### config.mk
export PLATFORM = sky130hd
export DESIGN_NAME = frac_baud_gen
export DESIGN_NICKNAME = d
export VERILOG_FILES = /design/src/rtl/bgen_pkg.sv /design/src/rtl/bgen_regs.sv /design/src/rtl/bgen_prescale.sv /design/src/rtl/bgen_frac_div.sv /design/src/rtl/bgen_bit_tick.sv /design/src/rtl/frac_baud_gen.sv
export SDC_FILE = /design/constraint.sdc
export NUM_CORES = 1
export LEC_CHECK = 0
export ABC_CLOCK_PERIOD_IN_PS = 4190
export BUFFER_PORTS_ARGS = -buffer_cell sky130_fd_sc_hd__buf_2
export CAP_MARGIN = 20
export CORE_MARGIN = 4
export CORE_UTILIZATION = 50
export CTS_CLUSTER_DIAMETER = 80
export CTS_CLUSTER_SIZE = 25
export DETAILED_ROUTE_END_ITERATION = 10
export GPL_ROUTABILITY_DRIVEN = 0
export PLACE_DENSITY = 0.75
export SYNTH_ARGS = -nofsm -noshare
export SYNTH_HDL_FRONTEND = slang
export SYNTH_SLANG_ARGS = --single-unit
### constraint.sdc
create_clock -name clk -period 4.19 [get_ports clk]
set_input_delay 0 -clock clk [delete_from_list [all_inputs] [get_ports clk]]
set_output_delay 0 -clock clk [all_outputs]
set_load 0.01 [all_outputs]
### src/rtl/bgen_pkg.sv
// Shared types and helpers for the fractional baud generator.
// Assumes byte-wide register writes and a 2-bit oversampling select.
package bgen_pkg;
    localparam int BYTE_W    = 8;
    localparam int OSR_LSB   = 4;
    localparam int PSC_BIT   = 0;
    localparam int UNLOCK_BIT = 7;

    typedef enum logic [1:0] {
        OSR_X16  = 2'b00,
        OSR_X8   = 2'b01,
        OSR_X4   = 2'b10,
        OSR_RSVD = 2'b11
    } osr_sel_e;

    // Number of sample ticks per bit, minus one.
    function automatic int unsigned osr_last(osr_sel_e sel);
        case (sel)
            OSR_X8:  return 7;
            OSR_X4:  return 3;
            default: return 15;
        endcase
    endfunction
endpackage

### src/rtl/bgen_regs.sv
// Configuration registers: divisor bytes, fraction/ratio and control.
// The fraction/ratio register and the prescaler bit accept writes only while
// the stored unlock bit is set. Assumes FRAC_W <= OSR_LSB.
module bgen_regs
    import bgen_pkg::*;
#(
    parameter int DIV_BYTES = 2,
    parameter int FRAC_W    = 4,
    parameter int ADDR_W    = 2
) (
    input  logic                        clk,
    input  logic                        rst_n,
    input  logic                        wr_en,
    input  logic [ADDR_W-1:0]           wr_addr,
    input  logic [BYTE_W-1:0]           wr_data,
    output logic [DIV_BYTES*BYTE_W-1:0] div_o,
    output logic [FRAC_W-1:0]           frac_o,
    output osr_sel_e                    osr_o,
    output logic                        psc4_o,
    output logic                        unlock_o
);
    localparam int FRAC_ADDR = DIV_BYTES;
    localparam int CTRL_ADDR = DIV_BYTES + 1;

    logic              unlock_q;
    logic              psc4_q;
    logic [FRAC_W-1:0] frac_q;
    osr_sel_e          osr_q;

    generate
        for (genvar g = 0; g < DIV_BYTES; g++) begin : g_div_byte
            logic [BYTE_W-1:0] byte_q;
            // Holds divisor byte g, at address g.
            always_ff @(posedge clk) begin
                if (!rst_n)
                    byte_q <= '0;
                else if (wr_en && wr_addr == ADDR_W'(g))
                    byte_q <= wr_data;
            end
            assign div_o[g*BYTE_W +: BYTE_W] = byte_q;
        end
    endgenerate

    // Protected fraction and ratio register.
    always_ff @(posedge clk) begin
        if (!rst_n) begin
            frac_q <= '0;
            osr_q  <= OSR_X16;
        end else if (wr_en && wr_addr == ADDR_W'(FRAC_ADDR) && unlock_q) begin
            frac_q <= wr_data[FRAC_W-1:0];
            osr_q  <= osr_sel_e'(wr_data[OSR_LSB +: 2]);
        end
    end

    // Control register: the unlock bit is always writable, the prescaler bit only when unlocked.
    always_ff @(posedge clk) begin
        if (!rst_n) begin
            unlock_q <= 1'b0;
            psc4_q   <= 1'b0;
        end else if (wr_en && wr_addr == ADDR_W'(CTRL_ADDR)) begin
            unlock_q <= wr_data[UNLOCK_BIT];
            if (unlock_q)
                psc4_q <= wr_data[PSC_BIT];
        end
    end

    assign frac_o   = frac_q;
    assign osr_o    = osr_q;
    assign psc4_o   = psc4_q;
    assign unlock_o = unlock_q;
endmodule

### src/rtl/bgen_prescale.sv
// Reference-enable prescaler: passes every clock, or one clock in RATIO.
// Restart clears the phase, so the first enable comes RATIO cycles later.
module bgen_prescale #(
    parameter int RATIO = 4
) (
    input  logic clk,
    input  logic rst_n,
    input  logic restart,
    input  logic div_sel,
    output logic ref_en
);
    localparam int CNT_W = (RATIO > 1) ? $clog2(RATIO) : 1;
    localparam logic [CNT_W-1:0] LAST = CNT_W'(RATIO - 1);

    logic [CNT_W-1:0] ph_q;

    // Phase counter for the divided reference.
    always_ff @(posedge clk) begin
        if (!rst_n || restart)
            ph_q <= '0;
        else if (div_sel)
            ph_q <= (ph_q == LAST) ? '0 : ph_q + 1'b1;
        else
            ph_q <= '0;
    end

    assign ref_en = div_sel ? (ph_q == LAST) : 1'b1;
endmodule

### src/rtl/bgen_frac_div.sv
// Fractional period divider. Each period lasts DIV reference enables, plus one
// more when the fraction accumulator carries. A zero divisor halts it.
// Output period_end is a single-cycle combinational strobe.
module bgen_frac_div #(
    parameter int DIV_W  = 16,
    parameter int FRAC_W = 4
) (
    input  logic              clk,
    input  logic              rst_n,
    input  logic              restart,
    input  logic              ref_en,
    input  logic [DIV_W-1:0]  div,
    input  logic [FRAC_W-1:0] frac,
    output logic              period_end
);
    localparam int CNT_W = DIV_W + 1;

    logic [CNT_W-1:0]  cnt_q;
    logic [FRAC_W-1:0] acc_q;
    logic              extra_q;
    logic [CNT_W-1:0]  limit;
    logic [FRAC_W:0]   acc_sum;
    logic              running;

    // Length of the current period minus one, and the next accumulator value.
    always_comb begin
        running    = (div != '0);
        limit      = CNT_W'(div) - CNT_W'(1) + CNT_W'(extra_q);
        acc_sum    = {1'b0, acc_q} + {1'b0, frac};
        period_end = ref_en && running && (cnt_q == limit);
    end

    // Period counter and fraction accumulator.
    always_ff @(posedge clk) begin
        if (!rst_n || restart) begin
            cnt_q   <= '0;
            acc_q   <= '0;
            extra_q <= 1'b0;
        end else if (period_end) begin
            cnt_q   <= '0;
            acc_q   <= acc_sum[FRAC_W-1:0];
            extra_q <= acc_sum[FRAC_W];
        end else if (ref_en && running) begin
            cnt_q   <= cnt_q + 1'b1;
        end
    end
endmodule

### src/rtl/bgen_bit_tick.sv
// Registers the sample strobe and raises the bit strobe on every Nth sample,
// where N comes from the oversampling select. Restart clears the count.
module bgen_bit_tick
    import bgen_pkg::*;
#(
    parameter int MAX_OSR = 16
) (
    input  logic     clk,
    input  logic     rst_n,
    input  logic     restart,
    input  osr_sel_e osr,
    input  logic     period_end,
    output logic     sample_tick,
    output logic     bit_tick
);
    localparam int CNT_W = $clog2(MAX_OSR);

    logic [CNT_W-1:0] os_q;
    logic [CNT_W-1:0] last;
    logic             wrap;

    // Decode the last sample index of a bit.
    always_comb begin
        last = CNT_W'(osr_last(osr));
        wrap = period_end && (os_q == last);
    end

    // Sample counter and the registered strobes.
    always_ff @(posedge clk) begin
        if (!rst_n || restart) begin
            os_q        <= '0;
            sample_tick <= 1'b0;
            bit_tick    <= 1'b0;
        end else begin
            sample_tick <= period_end;
            bit_tick    <= wrap;
            if (wrap)
                os_q <= '0;
            else if (period_end)
                os_q <= os_q + 1'b1;
        end
    end
endmodule

### src/rtl/frac_baud_gen.sv
// Fractional UART baud generator top. A write to any register restarts the
// timing chain. Assumes a single reference clock and synchronous reset.
module frac_baud_gen
    import bgen_pkg::*;
#(
    parameter int DIV_BYTES = 2,
    parameter int FRAC_W    = 4,
    parameter int PSC_RATIO = 4,
    parameter int MAX_OSR   = 16,
    localparam int ADDR_W   = $clog2(DIV_BYTES + 2)
) (
    input  logic              clk,
    input  logic              rst_n,
    input  logic              wr_en,
    input  logic [ADDR_W-1:0] wr_addr,
    input  logic [7:0]        wr_data,
    output logic              sample_tick,
    output logic              bit_tick
);
    localparam int DIV_W = DIV_BYTES * BYTE_W;

    logic [DIV_W-1:0]  div_w;
    logic [FRAC_W-1:0] frac_w;
    osr_sel_e          osr_w;
    logic              psc4_w;
    logic              unlock_w;
    logic              ref_en_w;
    logic              period_end_w;

    bgen_regs #(.DIV_BYTES(DIV_BYTES), .FRAC_W(FRAC_W), .ADDR_W(ADDR_W)) u_regs (
        .clk(clk), .rst_n(rst_n), .wr_en(wr_en), .wr_addr(wr_addr), .wr_data(wr_data),
        .div_o(div_w), .frac_o(frac_w), .osr_o(osr_w), .psc4_o(psc4_w), .unlock_o(unlock_w)
    );

    bgen_prescale #(.RATIO(PSC_RATIO)) u_psc (
        .clk(clk), .rst_n(rst_n), .restart(wr_en), .div_sel(psc4_w), .ref_en(ref_en_w)
    );

    bgen_frac_div #(.DIV_W(DIV_W), .FRAC_W(FRAC_W)) u_div (
        .clk(clk), .rst_n(rst_n), .restart(wr_en), .ref_en(ref_en_w),
        .div(div_w), .frac(frac_w), .period_end(period_end_w)
    );

    bgen_bit_tick #(.MAX_OSR(MAX_OSR)) u_bit (
        .clk(clk), .rst_n(rst_n), .restart(wr_en), .osr(osr_w),
        .period_end(period_end_w), .sample_tick(sample_tick), .bit_tick(bit_tick)
    );
endmodule

---- Word level (Yosys, flattened, before mapping) ----
Cells that the tools add are included.
operators by class
  equal/unequal tests ..................... 8
  bitwise operators ....................... 1
  shift operators ......................... 0
  divide/modulo/power cells ............... 0
  reductions and logical operators ........ 16
  $add $sub $neg .......................... 6
  multipliers ............................. 0
  mux-type cells .......................... 2
  magnitude comparators ................... 0
operator list
  operator                                                               count
  17-bit by 1-bit adder with 17-bit output                               1
  17-bit by 1-bit adder with 17-bit output (second input constant)       1
  17-bit == test                                                         1
  16-bit by 1-bit subtractor with 17-bit output (second input constant)  1
  16-bit nonzero test                                                    1
  2-bit == test (second input constant)                                  4
  1-bit logical AND                                                      8
  4-bit case mux with 2 select lines                                     1
  4-bit by 4-bit adder with 5-bit output                                 1
  4-bit by 1-bit adder with 4-bit output (second input constant)         1
  2-bit by 1-bit == test with 1-bit output (second input constant)       2
  4-bit == test                                                          1
  2-bit OR reduction                                                     2
  3-bit OR reduction                                                     1
  2-bit by 1-bit adder with 2-bit output (second input constant)         1
  2-bit logical NOT                                                      1
  2-bit AND reduction                                                    1
  1-bit logical NOT                                                      1
  1-bit logical OR                                                       1
  1-bit two-way mux                                                      1
  1-bit NOT                                                              1
word-level totals
  logic and storage cells ................. 46
  memories ................................ 0
  latch bits .............................. 0
  memory bits (read-only) ................. 0
  register bits after elaboration ......... 54
  RAM bits ................................ 0
  bits of input ports ..................... 13
  output and inout port bits .............. 2

---- Logic depth before layout (Yosys ltp) ----
Gate-level depths: netlist (run 1).
  depth in word-level cells ............... 6
  mapped depth ............................ 12
  mapped depth without buffers ............ 10

---- Cells and area by module ----
From an unflattened synthesis (run 1), not the netlist that was laid out.
second synthesis, totals
  cells, all modules ...................... 354
  area, all modules ....................... 3120.5 um^2
modules (own cells, without submodules)
  module         cells an instance  area an instance (um^2)  seq. area each (um^2)  instances
  bgen_frac_div  228                1855.5                   440.4                  1
  bgen_regs      90                 919.6                    480.5                  1
  bgen_bit_tick  28                 264.0                    120.1                  1
  bgen_prescale  8                  81.3                     40.0                   1

---- Worst setup path after synthesis (run 1) ----
Ideal clock, no wire load.
  path kind ............................... register -> register
  from .................................... register u_div.extra_q
  to ...................................... register u_bit.os_q[3]
  required time ........................... 4067 ps
  cell stages (with the launch flop) ...... 13
  period minus slack after synthesis ...... 2741 ps
  path slack .............................. 1449 ps
  path buffers ............................ 2
  arrival ................................. 2618 ps
  setup time .............................. 123 ps
  path through ............................ dfxtp_1 > inv_1 > ha_1 > ha_1 > or3b_2 > clkbuf_1 > nor4_1 > xnor2_1 > and4_1 > nand4_4 > buf_6 > o211ai_2 > o31ai_2
on the way
  longest elaborated chain between the ends .. 5
ends and longest elaborated chain
  item                                          RTL line             source
  from (decl)                                   bgen_frac_div.sv:20  logic extra_q;
  from (signal assigned)                        bgen_frac_div.sv:42  extra_q <= acc_sum[FRAC_W];
  17-bit by 1-bit adder with 17-bit output (*)  bgen_frac_div.sv:28  limit = CNT_W'(div) - CNT_W'(1) + CNT_W'(extra_q);
  17-bit == test (*)                            bgen_frac_div.sv:30  period_end = ref_en && running && (cnt_q == limit);
  1-bit logical AND (*)                         bgen_frac_div.sv:30
  1-bit logical AND                             bgen_bit_tick.sv:25  wrap = period_end && (os_q == last);
  2-bit OR reduction (no line)                  --
  to (signal assigned)                          bgen_bit_tick.sv:40  os_q <= os_q + 1'b1;
  to (decl)                                     bgen_bit_tick.sv:18  logic [CNT_W-1:0] os_q;
Every way passes the cells marked *; elsewhere a longest branch is shown, timed or not.
A chain may end at the register's enable or synchronous reset.

---- Final worst setup path (run 1) ----
  from .................................... register u_div.extra_q
  to ...................................... register u_div.cnt_q[2]
on the way
  longest elaborated chain between the ends .. 4
ends and longest elaborated chain
  item                                      RTL line             source
  17-bit by 1-bit adder with 17-bit output  bgen_frac_div.sv:28
  17-bit == test                            bgen_frac_div.sv:30
  1-bit logical AND                         bgen_frac_div.sv:30
  2-bit OR reduction (no line)              --
  to (signal assigned)                      bgen_frac_div.sv:44  cnt_q <= cnt_q + 1'b1;
  to (decl)                                 bgen_frac_div.sv:18  logic [CNT_W-1:0] cnt_q;
No other way between the ends.

==> summary.md, run 1 <==
| Metric | Value |
|---|---|
| Status | completed |
| CTS tree | yes |
| RSZ-0062 raised after global routing | false |
| Filler instances | 508 |
| Worst-path clk slew | 0.10 ns |
| Ant diodes | 0 |
| Worst EP required | ~4.4 ns |
| Final hold vios | 0 |
| Post-synth top area share | 36.11% |
| Fin cells | 403 |
| Maximum VDD drop | roughly 0.00013 V |
| Postcts setup bufs | 0 |
| Hold bufs inserted after CTS | 7 |
| Main flop type after synthesis | dfxtp_1 |
| Vias in the first global route | 2110 |
| Worst-path cell chain | inv_1 -> ha_1 -> ha_1 -> or3b_2 -> nor4_1 -> xnor2_1 -> and4_1 -> nand4_4 -> nand2_2 -> nor2_1 |
| Cell mode on critical path | ha_1 |
| Clock skew | 0.01384 ns |
| WP data arrival | roughly 3.3 ns |
| Dpl ws | 1.164 ns |
| Placed cell areas | 0.003078 sq mm |
| F_max | 0.3261 GHz |
| Leak Pwr | 1.363 nW |
| Global-route wire length before repair | 9791 microns |
| H-tree Lvls | 2 |
| Core Rows | 27 |
| Cell Area, Synth | 0.002994 sq mm |
| Setup CP Type | register to register |
| Maximum fanout along the worst path | 17 |
| Die height | 85.39 microns |
| Worst Setup End Kind | register |
| Cells taking the most area after synthesis | dfxtp_1, mux2i_1, xnor2_1 |
| Core ar. | 0.005642 sq mm |
| Cell variety after synth | 58 |
| Clock Tree Buf Depth | 2 |
| Total Routing Usage GR | 16.43% |
| Crit path largest cell delay | 0.57 ns |
| Final Hold Slack | 0.01697 ns |
| Yosys reg bits | 54 |
| Synth-to-layout area growth | 8.483% |
| Yosys top cell by area | dfxtp_1 |
| Routed len/inst | 13.94 microns |
| Worst slew pin tran | 0.6937 ns |
| 1st-pass router iterations | 4 |
| Cells after Synth | about 320 |
| Synth warn | 0 |
| Fin Setup TNS | 0 ns |
| Antenna Nets Post-Route | 0 |
| Max_cap viols | 0 |
| CP startpoint kind | register |
| Share of flip-flops with an asynchronous set or reset | 0% |
| Clk root buf | clkbuf_8 |
| Vias per cell | between 5 and 6 |
| Worst Slack Setup Final | 1.124 ns |
| Num CTS Buffers | 5 |
| Port-buffer cells | 14 |
| Final Cycle Share | 73.18% |
| Setup-failing EPs final | 0 |
| Final min period | 3.066 ns |
| CTS Sinks | 54 |
| Initial antenna violation count | 0 |
| Cell Pwr Density | 298.3 mW/mm^2 |
| Min-delay worst type | input pin to register |
| Die area | 0.007291 sq mm |
| IO Pins | 15 |
| Post-synth EDFFs | 0 |
| Largest net degree at the start of global routing | 27 |
| Final Max Tran Viols | 0 |
| Die span in x | approximately 85 microns |
| Clock latency on the worst-skew pair | 0.31 ns |
| Initial Utilization | 53.07% |
| Slowest-stage cell, CP | or3b_2 |
| Vias | 2240 |
| Mapped Avg Cell Area | 9.415 sq um |
| WL final | 5617 microns |
| HPWL Detailed | approximately 4200 microns |
| Post-CTS resize count | 0 |
| Total gr overflow | 0 |
| DRC viols | 0 |
| Cells after DPL | 388 |
| Iter 0 DRT Violations | 118 |
| Design Area, Final | approximately 0.0032 sq mm |
| Syn_nets | 342 |
| Worst slew margin | between 50 and 60% |
| Sequential area share after synthesis | a little over a third |
| Fraction of layout cells with a size suffix above 1 | between 10% and 20% |
| Final #Nets | approximately 350 |
[layer usage]
metal,vias to the layer above,track usage (%),share of wire (%)
met3,7,2.718,3.6
met2,36,27.54,47
met1,1070,21.27,48
met5,-,0,0
li1,1127,-,-
met4,0,5.755,1.5
[cell families after synthesis]
family / synth area share (%)
AND/OR/NAND/NOR: 24.61
flip-flops: 36.11
XOR/XNOR: 11.99
AO/OA/AOI/OAI: 9.151
multiplexers: 9.361
buffers and inverters: 3.928
adder cells (fa/ha/maj): 4.847
[worst paths after layout]
kind	startpoint	end	cells after the start	slack, ns
worst max register to register	u_div.extra_q$_SDFFE_PP0P_	u_div.cnt_q[2]$_SDFFE_PP0P_	10	1.12
worst min-delay path	wr_data[0]	u_regs.g_div_byte[1].byte_q[0]$_SDFFE_PN0P_	3	0.02
worst max-delay path	u_div.extra_q$_SDFFE_PP0P_	u_div.cnt_q[2]$_SDFFE_PP0P_	10	1.12
worst min register to register	u_psc.ph_q[0]$_SDFF_PP0_	u_psc.ph_q[0]$_SDFF_PP0_	1	0.43
[layout by cell type, fill, tap and decap left out, types with 10 or more instances in the layout]
cell | Yosys | routed
ha_1 | 10 | 10
nor2b_1 | 27 | 27
dfxtp_1 | 54 | 54
mux2i_1 | 28 | 28
nor2_1 | 29 | 29
buf_2 | 1 | 14
nand3_1 | 16 | 16
xor2_1 | 19 | 19
xnor2_1 | 22 | 22
[sequential cells by signal, indices dropped and copies added (netlist names), 2 cells and up]
name,cells
u_div.cnt_q,17
u_regs.frac_o,4
u_psc.ph_q,2
u_regs.g_div_byte.byte_q,16
u_div.acc_q,4
u_regs.osr_o,2
u_bit.os_q,4
[area by class of cell]
cell class / count / area [sq um] / share of cell area (%)
Multi-Input combinational cell: 238 / 1795 / 55.28
Sequential cell: 54 / 1081 / 33.28
Timing Repair Buffer: 22 / 147.6 / 4.545
Tap cell: 72 / 90.09 / 2.773
Clock buffer: 6 / 82.58 / 2.542
Inverter: 9 / 33.78 / 1.040
Clock inverter: 2 / 17.52 / 0.5393
[critical path, delay by kind of cell, from the launching register on]
family	cells	cell delay [ns]
buf+inv	1	0.08
fa+ha+maj	2	0.46
flops	1	0.31
xor+xnor	1	0.15
simple gates	6	1.94
[cells in the mapped netlist (8+ instances only)]
cell type and n:
and3_1 9, clkbuf_1 10, dfxtp_1 54, ha_1 10, inv_1 9, mux2i_1 28, nand2_1 8, nand3_1 16
nor2_1 29, nor2b_1 27, xnor2_1 22, xor2_1 19
[power breakdown]
group,internal (mW),switching [mW]
clock,0.136,0.170
sequential,0.520,0.0112
combinational,0.0626,0.0685
total,0.719,0.250
[metrics by stage]
stage / util [%] / power [mW]
final: 57.57 / 0.9689
after CTS: 57.57 / 0.9748
after floorplan: - / 0.6421
after global placement: 54.56 / 0.6665
after global routing: 57.57 / 1.010
after detailed placement: 54.56 / 0.6686
No activity file was read; power rests on OpenSTA's default activity.
==> run 2, diff against run 1 <==
- ABC_CLOCK_PERIOD_IN_PS: 4190 -> 2950
- clock period: 4.19 -> 2.95 ns (I/O delays scaled with it)
==> summary.md, run 2 (synthesized netlist as in run 1, its figures left out) <==
| Metric | Value |
|---|---|
| HPWL Detailed | 4390 microns |
| Delay-heaviest family, CP | simple AND/OR/NAND/NOR gates |
| Placed cell areas | 0.003131 sq mm |
| F_max | about 0.36 GHz |
| Setup-failing EPs final | 0 |
| Max_cap viols | 0 |
| CTS tree | yes |
| 1st-pass router iterations | 4 |
| Worst-path cell chain | inv_1 -> ha_1 -> or4b_4 -> or4_1 -> a21o_1 -> a21oi_2 -> nand4_4 -> buf_4 -> or2_0 -> a21oi_1 |
| Ant diodes | 0 |
| Initial Utilization | 53.07% |
| DRC viols | 0 |
| Die height | between 80 and 90 microns |
| Vias in the first global route | 2165 |
| Largest net degree at the start of global routing | 27 |
| Worst Setup End Kind | register |
| Final #Nets | 367 |
| Worst slew margin | between 50% and 60% |
| Global-route wire length before repair | roughly 10000 microns |
| Cell Pwr Density | 414.5 mW/mm^2 |
| Register bank with the most flops | u_div.cnt_q |
| Clock skew | ~0.0067 ns |
| Core ar. | 0.005642 sq mm |
| Final hold vios | 0 |
| R2R Path End | u_div.acc_q[1]$_SDFFE_PP0P_ |
| Synth-to-layout area growth | 12.45% |
| Worst slew pin tran | 0.7468 ns |
| Initial antenna violation count | 0 |
| Die area | 0.007291 sq mm |
| CTS Sinks | 54 |
| Clock Tree Buf Depth | 2 |
| Leak Pwr | 1.423 nW |
| Clk root buf | clkbuf_8 |
| Routed len/inst | 14.34 microns |
| Final min period | 2.766 ns |
| Register-to-Register Path Depth | 10 |
| Fin cells | 416 |
| Antenna Nets Post-Route | 0 |
| Dpl ws | 0.08912 ns |
| Fin Setup TNS | 0 ns |
| Worst EP required | 3.19 ns |
| Port-buffer cells | 14 |
| WP buf/inv | 2 |
| Vias per cell | about 5.4 |
| Most common cell after layout, fill and taps aside | dfxtp_1 |
| Core Rows | 27 |
| Cells after DPL | 395 |
| Vias | 2263 |
| R2R setup slack | 0.18 ns |
| Post-Route Utilization | 59.68% |
| H-tree Lvls | 2 |
| Status | completed |
| FF/Latch Area | 0.001081 sq mm |
| Design Area, Final | 0.003367 sq mm |
| Critical path depth | 10 |
| Filler instances | 487 |
| Worst Slack Setup Final | ~0.18 ns |
| Max reg flops | 17 |
| Worst-path clk slew | 0.10 ns |
| R2R Path Start | u_regs.g_div_byte[0].byte_q[0]$_SDFFE_PN0P_ |
| Maximum VDD drop | 0.0001862 V |
| WL final | approximately 6000 microns |
| Fraction of layout cells with a size suffix above 1 | 15.12% |
| WP data arrival | about 3 ns |
| CP startpoint kind | register |
| Commonest cells after routing, fill and taps aside | dfxtp_1, nor2_1, mux2i_1, nor2b_1, xnor2_1 |
| Min-delay worst type | input pin to register |
| Num CTS Buffers | 5 |
| Final Max Tran Viols | 0 |
| Maximum fanout along the worst path | 9 |
| Footprint of the multi-input gates | 0.001818 sq mm |
| RSZ-0062 raised after global routing | false |
| Crit path largest cell delay | 0.51 ns |
| Total gr overflow | 0 |
| Critical path origin | u_regs.g_div_byte[0].byte_q[0]$_SDFFE_PN0P_ |
| Slowest-stage cell, CP | or4_1 |
| Iter 0 DRT Violations | ~130 |
| Clock latency on the worst-skew pair | roughly 0.31 ns |
| Critical Path Sink | u_div.acc_q[1]$_SDFFE_PP0P_ |
| Die span in x | 85.39 microns |
| Total Routing Usage GR | 16.80% |
| Setup CP Type | register to register |
| Top flop regs | u_div.cnt_q (17), u_regs.g_div_byte.byte_q (16) |
| Final Cycle Share | 93.76% |
| IO Pins | 15 |
[run 2: cell types whose count changed in the layout (fill, tap and decap cells not counted), sizes merged]
cell | previous run | this run
clkinvlp | 0 | 1
inv | 9 | 10
buf | 15 | 28
clkinv | 2 | 0
[run 2: what timing repair did]
action	4_1_cts	5_1_grt
gates resized for setup	0	4
setup buffers	0	6
hold buffers	7	0
setup endpoints to repair	0	24
hold endpoints to repair	15	0
[run 2: area by class of cell]
class / instances / area share (%)
clock buffers: 6 / 2.453
clock inverters: 2 / 0.4831
inverters: 9 / 1.003
multi-input cells: 238 / 53.99
flip-flops and latches: 54 / 32.11
well taps: 72 / 2.676
repair buffers: 35 / 7.284
[run 2: how the worst min path moves through the flow]
stage / startpoint / end / depth (start not counted)
floorplan: rst_n / u_regs.g_div_byte[0].byte_q[2]$_SDFFE_PN0P_ / 1
global placement: wr_data[6] / u_regs.g_div_byte[1].byte_q[6]$_SDFFE_PN0P_ / 3
detailed placement: wr_data[6] / u_regs.g_div_byte[0].byte_q[6]$_SDFFE_PN0P_ / 3
CTS: wr_data[0] / u_regs.frac_o[0]$_SDFFE_PN0P_ / 3
global route: wr_data[0] / u_regs.g_div_byte[1].byte_q[0]$_SDFFE_PN0P_ / 3
finish: wr_data[0] / u_regs.psc4_o$_SDFFE_PN0P_ / 3
[run 2: where the power goes]
group	leakage [nW]	switching, mW	internal, mW
clock	0.0478	0.245	0.194
sequential	0.436	0.0159	0.739
combinational	0.939	0.103	0.0982
[run 2: layer usage]
layer	wire length, microns	vias to the layer above	GRT usage [%]
met4	96	0	5.612
met3	177	9	2.816
met1	2921	1062	23.00
met2	2771	35	26.77
li1	-	1157	-
met5	0	-	0
[run 2: metrics by stage]
stage	hold WS (ns)	total power, mW
after floorplan	0.1282	0.9120
after detailed placement	0.2883	0.9584
after CTS	0.01726	1.398
final	0.02598	1.396
after global placement	0.2708	0.9543
after global routing	0.04391	1.461
[run 2: worst min-delay path, cell delays in order]
cell     delay (ns)
buf_2          0.13
mux2i_1        0.07
nor2b_1        0.10
==> run 3, diff against run 2 <==
- ABC_AREA: unset -> 1
- PLACE_DENSITY: 0.75 -> 0.68
==> summary.md, run 3 <==
| Metric | Value |
|---|---|
| Status | completed |
| Sw Ratio | a little under a third |
| Top flop regs | u_div.cnt_q (17), u_regs.g_div_byte.byte_q (16) |
| Clock skew | 0.01108 ns |
| Cells after Synth | 487 |
| Largest net degree at the start of global routing | 25 |
| IO Pins | 15 |
| Main flop type after synthesis | dfxtp_1 |
| Yosys reg bits | 54 |
| Worst slew margin | between 40% and 50% |
| Die height | just under 90 microns |
| Clock latency on the worst-skew pair | 0.31 ns |
| Post-synth top area share | 33.42% |
| Register-to-Register Path Depth | 14 |
| Final min period | 2.364 ns |
| Post-CTS resize count | 0 |
| Num CTS Buffers | 5 |
| Die area | 0.007820 sq mm |
| CTS tree | yes |
| Commonest cells after routing, fill and taps aside | nand2_1, nor2_1, inv_1, dfxtp_1, o21ai_0 |
| Share of flip-flops with an asynchronous set or reset | 0% |
| Initial antenna violation count | 0 |
| Critical path origin | u_regs.g_div_byte[0].byte_q[0]$_SDFFE_PN0P_ |
| Worst Setup End Kind | register |
| Total Routing Usage GR | 20.53% |
| Antenna Nets Post-Route | 0 |
| Synth top cells by count | nand2_1, nor2_1, inv_1 |
| CP startpoint kind | register |
| Fin Setup TNS | 0 ns |
| Post-synth EDFFs | 0 |
| Setup-failing EPs final | 0 |
| Most frequent cell after synthesis | nand2_1 |
| Cells taking the most area after synthesis | dfxtp_1, nand2_1, nor2_1 |
| Final Cycle Share | 80.12% |
| Leak Pwr | 1.615 nW |
| Worst-path clk slew | 0.10 ns |
| Final #Nets | 534 |
| WP data arrival | between 2 and 3 ns |
| Syn_nets | 511 |
| Postcts setup bufs | 0 |
| Part of the power in registers | 51.0% |
| Routed len/inst | 12.19 microns |
| 1st-pass router iterations | 5 |
| Internal power | between 1 and 1.5 mW |
| DRC viols | 0 |
| Cell Area, Synth | 0.003234 sq mm |
| Synth-to-layout area growth | 9.323% |
| Die span in x | 88.43 microns |
| HPWL Detailed | 5722 microns |
| Most common cell after layout, fill and taps aside | nand2_1 |
| Core ar. | 0.006314 sq mm |
| Maximum VDD drop | 0.0002796 V |
| Synth warn | 0 |
| Ant diodes | 0 |
| Cell variety after synth | 35 |
| R2R Path End | u_bit.os_q[0]$_SDFFE_PP0P_ |
| Final hold vios | 0 |
| Sequential area share after synthesis | 33.42% |
| RSZ-0062 raised after global routing | false |
| Vias | ~3000 |
| Cell Pwr Density | 422.3 mW/mm^2 |
| Core Rows | 29 |
| Yosys top cell by area | dfxtp_1 |
| Clock group share of total power | 29.1% |
| Total gr overflow | 0 |
| Net Switching | 0.4518 mW |
| R2R setup slack | approximately 0.59 ns |
| WL final | 7167 microns |
| Clk root buf | clkbuf_8 |
| Final Max Tran Viols | 0 |
| Logic pwr share | 19.8% |
| Maximum fanout along the worst path | 11 |
| CTS Sinks | 54 |
| Mapped Avg Cell Area | 6.641 sq um |
| R2R Path Start | u_regs.g_div_byte[0].byte_q[0]$_SDFFE_PN0P_ |
| Worst EP required | 3.15 ns |
| Initial Utilization | 51.23% |
| Max reg flops | 17 |
| Port-buffer cells | 14 |
| Worst slew pin tran | 0.8029 ns |
| Vias in the first global route | 2796 |
| Global-route wire length before repair | 12760 microns |
| Placed cell areas | roughly 0.0034 sq mm |
| Clock Tree Buf Depth | 2 |
| Vias per cell | 5.060 |
| Setup CP Type | register to register |
| H-tree Lvls | 2 |
| Critical Path Sink | u_bit.os_q[0]$_SDFFE_PP0P_ |
| Fraction of layout cells with a size suffix above 1 | about 8.6% |
| F_max | 0.4231 GHz |
| Iter 0 DRT Violations | 142 |
| Design Area, Final | 0.003536 sq mm |
| Register bank with the most flops | u_div.cnt_q |
| Max_cap viols | 0 |
| Min-delay worst type | input pin to register |
run 3: worst min path at each step:
stage,start,end,slack [ns],cells past startpoint
2_1_floorplan,rst_n,u_regs.psc4_o$_SDFFE_PN0P_,0.13,2
3_3_place_gp,wr_data[6],u_regs.g_div_byte[1].byte_q[6]$_SDFFE_PN0P_,0.26,3
3_5_place_dp,wr_data[6],u_regs.g_div_byte[1].byte_q[6]$_SDFFE_PN0P_,0.27,3
4_1_cts,wr_data[1],u_regs.g_div_byte[0].byte_q[1]$_SDFFE_PN0P_,0.01,3
5_1_grt,wr_data[1],u_regs.frac_o[1]$_SDFFE_PN0P_,0.07,3
6_report,wr_data[1],u_regs.g_div_byte[0].byte_q[1]$_SDFFE_PN0P_,0.03,3
run 3: cell type report:
cell class              instances  area (sq um)
clock buffers                   6         82.58
clock inverters                 2         16.27
fillers                       641          2778
inverters                      66         250.2
multi-input cells             362          1869
flip-flops and latches         54          1081
well taps                      77         96.34
repair buffers                 21         140.1
run 3: through the flow:
stage          setup WS [ns]  std cells  hold slack, ns  power [mW]  utilization, %
5_1_grt               0.2802        588         0.06594       1.583           56.00
3_5_place_dp          0.5919        573          0.2665       1.066           53.33
2_1_floorplan         0.8302        487          0.1318       1.006               -
6_report              0.5865        588         0.02593       1.493           56.00
3_3_place_gp          0.6780        573          0.2581       1.062           53.33
4_1_cts               0.5762        588         0.01176       1.508           56.00
run 3: power groups by stage:
stage | logic (mW) | registers [mW] | clock network, mW
2_1_floorplan | 0.232 | 0.774 | 0
4_1_cts | 0.295 | 0.762 | 0.451
5_1_grt | 0.343 | 0.765 | 0.474
3_5_place_dp | 0.287 | 0.779 | 0
6_report | 0.296 | 0.762 | 0.435
3_3_place_gp | 0.284 | 0.779 | 0
run 3: logic make-up after synthesis:
kind of cell | Yosys count | share of synthesized area [%]
AO/OA/AOI/OAI | 65 | 10.45
XOR/XNOR | 21 | 5.687
adder cells (fa/ha/maj) | 11 | 4.487
buffers and inverters | 71 | 8.781
flip-flops | 54 | 33.42
AND/OR/NAND/NOR | 265 | 37.18
run 3: timing repair:
action / 4_1_cts / 5_1_grt
hold buffers: 7 / 0
endpoints found under the setup margin: 0 / 0
endpoints found under the hold margin: 10 / 0
run 3: metal layers:
metal / global-route usage (%) / vias up / share of wire, %
li1: - / 1598 / -
met5: 0 / - / 0
met4: 6.044 / 0 / 0.88
met3: 3.073 / 6 / 3.4
met1: 28.35 / 1325 / 50
met2: 33.24 / 46 / 45
run 3: critical path, stage by stage, from the launching register on:
cell	delay (ns)
dfxtp_1	0.32
inv_1	0.07
ha_1	0.19
ha_1	0.25
nand2_2	0.13
nor2_4	0.26
nand2_2	0.11
o21bai_2	0.11
nand2_1	0.06
nor2_1	0.13
nand2_2	0.10
nor2_8	0.20
nand4_1	0.12
nand2_1	0.14
nor2_1	0.06
